File: src/rtl/gpio_irq_pkg.sv
package gpio_irq_pkg;
  localparam int ADDR_W = 8;
  localparam logic [ADDR_W-1:0] A_EDGE   = 8'h00;
  localparam logic [ADDR_W-1:0] A_POL    = 8'h04;
  localparam logic [ADDR_W-1:0] A_ACK    = 8'h08;
  localparam logic [ADDR_W-1:0] A_ENABLE = 8'h0C;
  localparam logic [ADDR_W-1:0] A_DEB    = 8'h10;
  localparam logic [ADDR_W-1:0] A_STATUS = 8'h14;
  localparam logic [ADDR_W-1:0] A_LEVEL  = 8'h18;
endpackage

File: src/rtl/gpio_irq_filter.sv
module gpio_irq_filter #(
  parameter int NL        = 8,
  parameter int DB_CYCLES = 4
) (
  input  logic          clk,
  input  logic          rst_n,
  input  logic [NL-1:0] pin_i,
  input  logic [NL-1:0] db_en_i,
  output logic [NL-1:0] lvl_o,
  output logic [NL-1:0] qual_o
);
  localparam int CW = (DB_CYCLES < 2) ? 1 : $clog2(DB_CYCLES);
  localparam logic [CW-1:0] CNT_LAST = CW'(DB_CYCLES - 1);

  logic [NL-1:0] s1_q, s2_q;

  always_ff @(posedge clk or negedge rst_n) begin
    if (!rst_n) begin
      s1_q <= '0;
      s2_q <= '0;
    end else begin
      s1_q <= pin_i;
      s2_q <= s1_q;
    end
  end

  assign lvl_o = s2_q;

  for (genvar i = 0; i < NL; i++) begin : g_line
    logic [CW-1:0] cnt_q, cnt_d;
    logic          db_q, db_d;

    always_comb begin
      cnt_d = cnt_q;
      db_d  = db_q;
      if (!db_en_i[i]) begin
        db_d  = s2_q[i];
        cnt_d = '0;
      end else if (s2_q[i] == db_q) begin
        cnt_d = '0;
      end else if (cnt_q == CNT_LAST) begin
        db_d  = s2_q[i];
        cnt_d = '0;
      end else begin
        cnt_d = cnt_q + 1'b1;
      end
    end

    always_ff @(posedge clk or negedge rst_n) begin
      if (!rst_n) begin
        cnt_q <= '0;
        db_q  <= 1'b0;
      end else begin
        cnt_q <= cnt_d;
        db_q  <= db_d;
      end
    end

    assign qual_o[i] = db_en_i[i] ? db_q : s2_q[i];
  end
endmodule

File: src/rtl/gpio_irq_detect.sv
module gpio_irq_detect #(
  parameter int NL = 8
) (
  input  logic          clk,
  input  logic          rst_n,
  input  logic [NL-1:0] qual_i,
  input  logic [NL-1:0] edge_i,
  input  logic [NL-1:0] pol_i,
  input  logic [NL-1:0] en_i,
  input  logic [NL-1:0] ack_i,
  output logic [NL-1:0] ev_o,
  output logic [NL-1:0] lat_o,
  output logic [NL-1:0] status_o
);
  logic [NL-1:0] prev_q;
  logic [NL-1:0] lat_q, lat_d;
  logic [NL-1:0] rise, fall;

  always_comb begin
    rise     = qual_i & ~prev_q;
    fall     = ~qual_i & prev_q;
    ev_o     = en_i & edge_i & ((pol_i & rise) | (~pol_i & fall));
    lat_d    = (lat_q & ~ack_i) | ev_o;
    status_o = en_i & ((edge_i & lat_q) | (~edge_i & ~(qual_i ^ pol_i)));
  end

  always_ff @(posedge clk or negedge rst_n) begin
    if (!rst_n) begin
      prev_q <= '0;
      lat_q  <= '0;
    end else begin
      prev_q <= qual_i;
      lat_q  <= lat_d;
    end
  end

  assign lat_o = lat_q;
endmodule

File: src/rtl/gpio_irq_regs.sv
module gpio_irq_regs
  import gpio_irq_pkg::*;
#(
  parameter int NL = 8
) (
  input  logic              clk,
  input  logic              rst_n,
  input  logic [ADDR_W-1:0] addr_i,
  input  logic              we_i,
  input  logic [NL-1:0]     wdata_i,
  input  logic [NL-1:0]     status_i,
  input  logic [NL-1:0]     lvl_i,
  output logic [NL-1:0]     edge_o,
  output logic [NL-1:0]     pol_o,
  output logic [NL-1:0]     en_o,
  output logic [NL-1:0]     db_o,
  output logic [NL-1:0]     ack_o,
  output logic [NL-1:0]     rdata_o
);
  logic [NL-1:0] edge_q, pol_q, en_q, db_q;
  logic [NL-1:0] edge_d, pol_d, en_d, db_d;
  logic          wr_edge, wr_pol, wr_en, wr_db;

  always_comb begin
    wr_edge = we_i && (addr_i == A_EDGE);
    wr_pol  = we_i && (addr_i == A_POL);
    wr_en   = we_i && (addr_i == A_ENABLE);
    wr_db   = we_i && (addr_i == A_DEB);
    edge_d  = wr_edge ? wdata_i : edge_q;
    pol_d   = wr_pol  ? wdata_i : pol_q;
    en_d    = wr_en   ? wdata_i : en_q;
    db_d    = wr_db   ? wdata_i : db_q;
    ack_o   = (we_i && (addr_i == A_ACK)) ? wdata_i : '0;
  end

  always_ff @(posedge clk or negedge rst_n) begin
    if (!rst_n) begin
      edge_q <= '0;
      pol_q  <= '0;
      en_q   <= '0;
      db_q   <= '0;
    end else begin
      edge_q <= edge_d;
      pol_q  <= pol_d;
      en_q   <= en_d;
      db_q   <= db_d;
    end
  end

  always_comb begin
    case (addr_i)
      A_EDGE:   rdata_o = edge_q;
      A_POL:    rdata_o = pol_q;
      A_ENABLE: rdata_o = en_q;
      A_DEB:    rdata_o = db_q;
      A_STATUS: rdata_o = status_i;
      A_LEVEL:  rdata_o = lvl_i;
      default:  rdata_o = '0;
    endcase
  end

  assign edge_o = edge_q;
  assign pol_o  = pol_q;
  assign en_o   = en_q;
  assign db_o   = db_q;
endmodule

File: src/rtl/gpio_irq_port.sv
module gpio_irq_port
  import gpio_irq_pkg::*;
#(
  parameter int NL        = 8,
  parameter int DB_CYCLES = 4
) (
  input  logic              clk,
  input  logic              rst_n,
  input  logic [NL-1:0]     pin_i,
  input  logic [ADDR_W-1:0] reg_addr,
  input  logic              reg_we,
  input  logic [NL-1:0]     reg_wdata,
  output logic [NL-1:0]     reg_rdata,
  output logic              port_irq,
  output logic [NL-1:0]     line_irq
);
  logic [NL-1:0] edge_q, pol_q, en_q, db_q, ack_w;
  logic [NL-1:0] lvl_w, qual_w, ev_w, lat_w, status_w;

  gpio_irq_regs #(.NL(NL)) u_regs (
    .clk      (clk),
    .rst_n    (rst_n),
    .addr_i   (reg_addr),
    .we_i     (reg_we),
    .wdata_i  (reg_wdata),
    .status_i (status_w),
    .lvl_i    (lvl_w),
    .edge_o   (edge_q),
    .pol_o    (pol_q),
    .en_o     (en_q),
    .db_o     (db_q),
    .ack_o    (ack_w),
    .rdata_o  (reg_rdata)
  );

  gpio_irq_filter #(.NL(NL), .DB_CYCLES(DB_CYCLES)) u_filt (
    .clk     (clk),
    .rst_n   (rst_n),
    .pin_i   (pin_i),
    .db_en_i (db_q),
    .lvl_o   (lvl_w),
    .qual_o  (qual_w)
  );

  gpio_irq_detect #(.NL(NL)) u_det (
    .clk      (clk),
    .rst_n    (rst_n),
    .qual_i   (qual_w),
    .edge_i   (edge_q),
    .pol_i    (pol_q),
    .en_i     (en_q),
    .ack_i    (ack_w),
    .ev_o     (ev_w),
    .lat_o    (lat_w),
    .status_o (status_w)
  );

  assign line_irq = status_w;
  assign port_irq = |status_w;
endmodule

File: config.mk
export PLATFORM = sky130hd
export DESIGN_NAME = gpio_irq_port
export DESIGN_NICKNAME = d
export VERILOG_FILES = /design/src/rtl/gpio_irq_pkg.sv /design/src/rtl/gpio_irq_filter.sv /design/src/rtl/gpio_irq_detect.sv /design/src/rtl/gpio_irq_regs.sv /design/src/rtl/gpio_irq_port.sv
export SDC_FILE = /design/constraint.sdc
export NUM_CORES = 1
export LEC_CHECK = 0
export ABC_AREA = 1
export ABC_CLOCK_PERIOD_IN_PS = 1820
export BUFFER_PORTS_ARGS = -buffer_cell sky130_fd_sc_hd__buf_2
export CORE_MARGIN = 5
export CORE_UTILIZATION = 30
export DETAILED_ROUTE_END_ITERATION = 7
export GPL_TIMING_DRIVEN = 0
export PLACE_DENSITY = 0.44
export SLEW_MARGIN = 20
export SYNTH_ARGS = -nofsm -noshare
export SYNTH_HDL_FRONTEND = slang
export SYNTH_HIERARCHICAL = 1
export SYNTH_SLANG_ARGS = --single-unit
File: constraint.sdc
create_clock -name clk -period 1.82 [get_ports clk]
set_input_delay 0.182 -clock clk [delete_from_list [all_inputs] [get_ports clk]]
set_output_delay 0.182 -clock clk [all_outputs]
set_load 0.05 [all_outputs]
==> flow_summary.json <==
{
  "timing.fmax_ghz": 0.494,
  "hold_viol_final": 0,
  "grt_pass1_vias": 4102,
  "antenna_found_initial": 0,
  "setup_viol": 11,
  "critical_path_buf_inv_count": 4,
  "hp-class": "in2reg",
  "clk_pin_slew_ns": 0.06,
  "cts_buffers": 9,
  "maxCapViolations": 0,
  "h-tree-depth": 3,
  "final_cell_count_no_fill": 943,
  "cp_top_family": "simple AND/OR/NAND/NOR gates",
  "crit_cells": 11,
  "critPathKind": "reg2out",
  "required_ns": 1.64,
  "cp-startpoint": "u_regs/db_o[1]",
  "globalRouteOverflowTotal": 0,
  "syn-mean-instance-area_um2": 7.67,
  "drive_gt1_share_pct": 31.8,
  "leakage_uw": 0.00334,
  "finClkSkew_ns": 0.00496,
  "ant_nets": 0,
  "crit_path_end": "port_irq",
  "clkSinkCount": 88,
  "drt_wl_total_mm": 12.7,
  "outcome": "complete, but fails checks",
  "num_vias": 4162,
  "slew_headroom_pct": 56.4,
  "arrival_ns": 1.84,
  "yosys_warnings": 6,
  "final_common_cell": "nand2_1",
  "r2r-start": "u_regs/db_o[0]",
  "synth_area_um2": 4730,
  "nets": 759,
  "path_max_fanout": 4,
  "slew_viol_final": 0,
  "port_buffers": 43,
  "ir_worst_vdd_mv": 0.385,
  "dp_hpwl_mm": 8.50,
  "die_h_um": 136,
  "cp-start-kind": "flip-flop",
  "grt_pass1_wl_mm": 20.7,
  "fp-row-count": 46,
  "grt_max_degree": 55,
  "cp_common_cell": "nand2_2",
  "place_congestion": 0.798,
  "slowest_delay_ns": 0.44,
  "clockRootBuffer": "clkbuf_16",
  "dp.cells": 877,
  "whs_ns": 0.0890,
  "rrSetupSlack_ns": 0.70,
  "power_density_nw_per_um2": 733,
  "synth_cells": 617,
  "post-route-min-period_ns": 2.02,
  "cts_buffer_depth": 2,
  "mostFrequentLayoutCells": "nand2_1 (164), inv_1 (101), dfrtp_1 (80)",
  "path_cells": "o21ai_4, inv_1, nand2_1, nand3b_1, nand2_2, clkinvlp_4, inv_2, nand2_2, nor2_2, nand2_2, buf_8",
  "dr.pass1.iters": 5,
  "tightest_slew_ns": 0.653,
  "synth_nets": 652,
  "cts_tree": "built",
  "drc": 0,
  "diodes": 0,
  "clk_latency_ns": 0.34,
  "violations": "negative setup slack",
  "rsz0062_at_grt": "yes",
  "ios": 44,
  "drt_iter0_drc": 156,
  "finalCritPeriodShare_pct": 111,
  "final.setup.worst_slack_ns": -0.203,
  "grt_usage_pct": 14.6,
  "die-area_um2": 18400,
  "core_um2": 15700,
  "via_per_inst": 4.41,
  "crit_path_end_kind": "output port",
  "die_w_um": 136,
  "syn2layout_area_growth_pct": 34.9,
  "slowest_stage": "dfrtp_2",
  "post_drt_wl_per_cell_um": 13.4,
  "rr_endpoint": "u_det/lat_o[0]",
  "reg2regPathDepth": 6,
  "start_util_pct": 30.2
}
## worst reg2reg max path, cell delays in order (launching register included)
cell,delay (ns)
dfrtp_2,0.44
nand2_2,0.10
o21ai_4,0.07
buf_4,0.13
o21ai_0,0.15
nand3_1,0.10
nand2_1,0.07
## cell type report
class,instances,area [um2]
Tap cell,216,270
Inverter,121,484
Clock buffer,10,239
Fill cell,1654,9270
Multi-Input combinational cell,393,2170
Timing Repair Buffer,96,817
Buffer,15,125
Clock inverter,4,70.1
Sequential cell,88,2210
## timing repair
action / in CTS / in global routing
setup endpoints to repair: 17 / 17
pin swaps: 22 / 15
resized for setup: 79 / 26
setup buffers: 38 / 6
hold endpoints to repair: 42 / 0
hold buffers: 9 / 0
## registers in the layout, indices dropped and copies added, names as in the netlist
signal               cells
u_regs/db_o              8
u_det/lat_o              8
u_regs/pol_o             8
u_filt/s1_q              8
u_regs/en_o              8
u_filt/g_line.cnt_q     16
u_det/prev_q             8
u_regs/edge_o            8
u_filt/g_line.db_q       8
u_filt/lvl_o             8
## worst min-delay path by stage
stage,from,to,slack (ns),depth (start not counted)
2_1_floorplan,rst_n,u_det/lat_o[0],-0.11,0
3_3_place_gp,pin_i[7],u_filt/s1_q[7],0.29,1
6_report,reg_wdata[4],u_regs/db_o[4],0.09,3
5_1_grt,reg_wdata[4],u_regs/db_o[4],0.09,3
3_5_place_dp,rst_n,u_filt/s1_q[4],0.10,1
4_1_cts,reg_wdata[4],u_regs/db_o[4],0.08,3
## power by group
group / internal, uW / switching, uW
clock: 1220 / 735
sequential: 2050 / 77.4
combinational: 256 / 344
total: 3530 / 1160
## layer usage
metal	part of all wire, %	GRT usage [%]
met5	0	0
met1	47	19.9
met3	4.0	2.86
met4	1.6	4.59
met2	47	23.5
## metrics by stage
step                      setup TNS [ns]  utilization [%]  total power [uW]  setup WS (ns)  area [um2]
after floorplan                  -0.0275                -              2440        -0.0275        4840
after global placement            -36.07             34.0              2610         -0.406        5320
after detailed placement           -1.33             34.2              2630         -0.146        5360
after CTS                          -1.80             40.2              4760         -0.244        6290
after global routing               -3.33             40.8              4920         -0.329        6380
final                              -1.48             40.8              4680         -0.203        6380
Note: power is estimated with default switching activity, not from simulation.
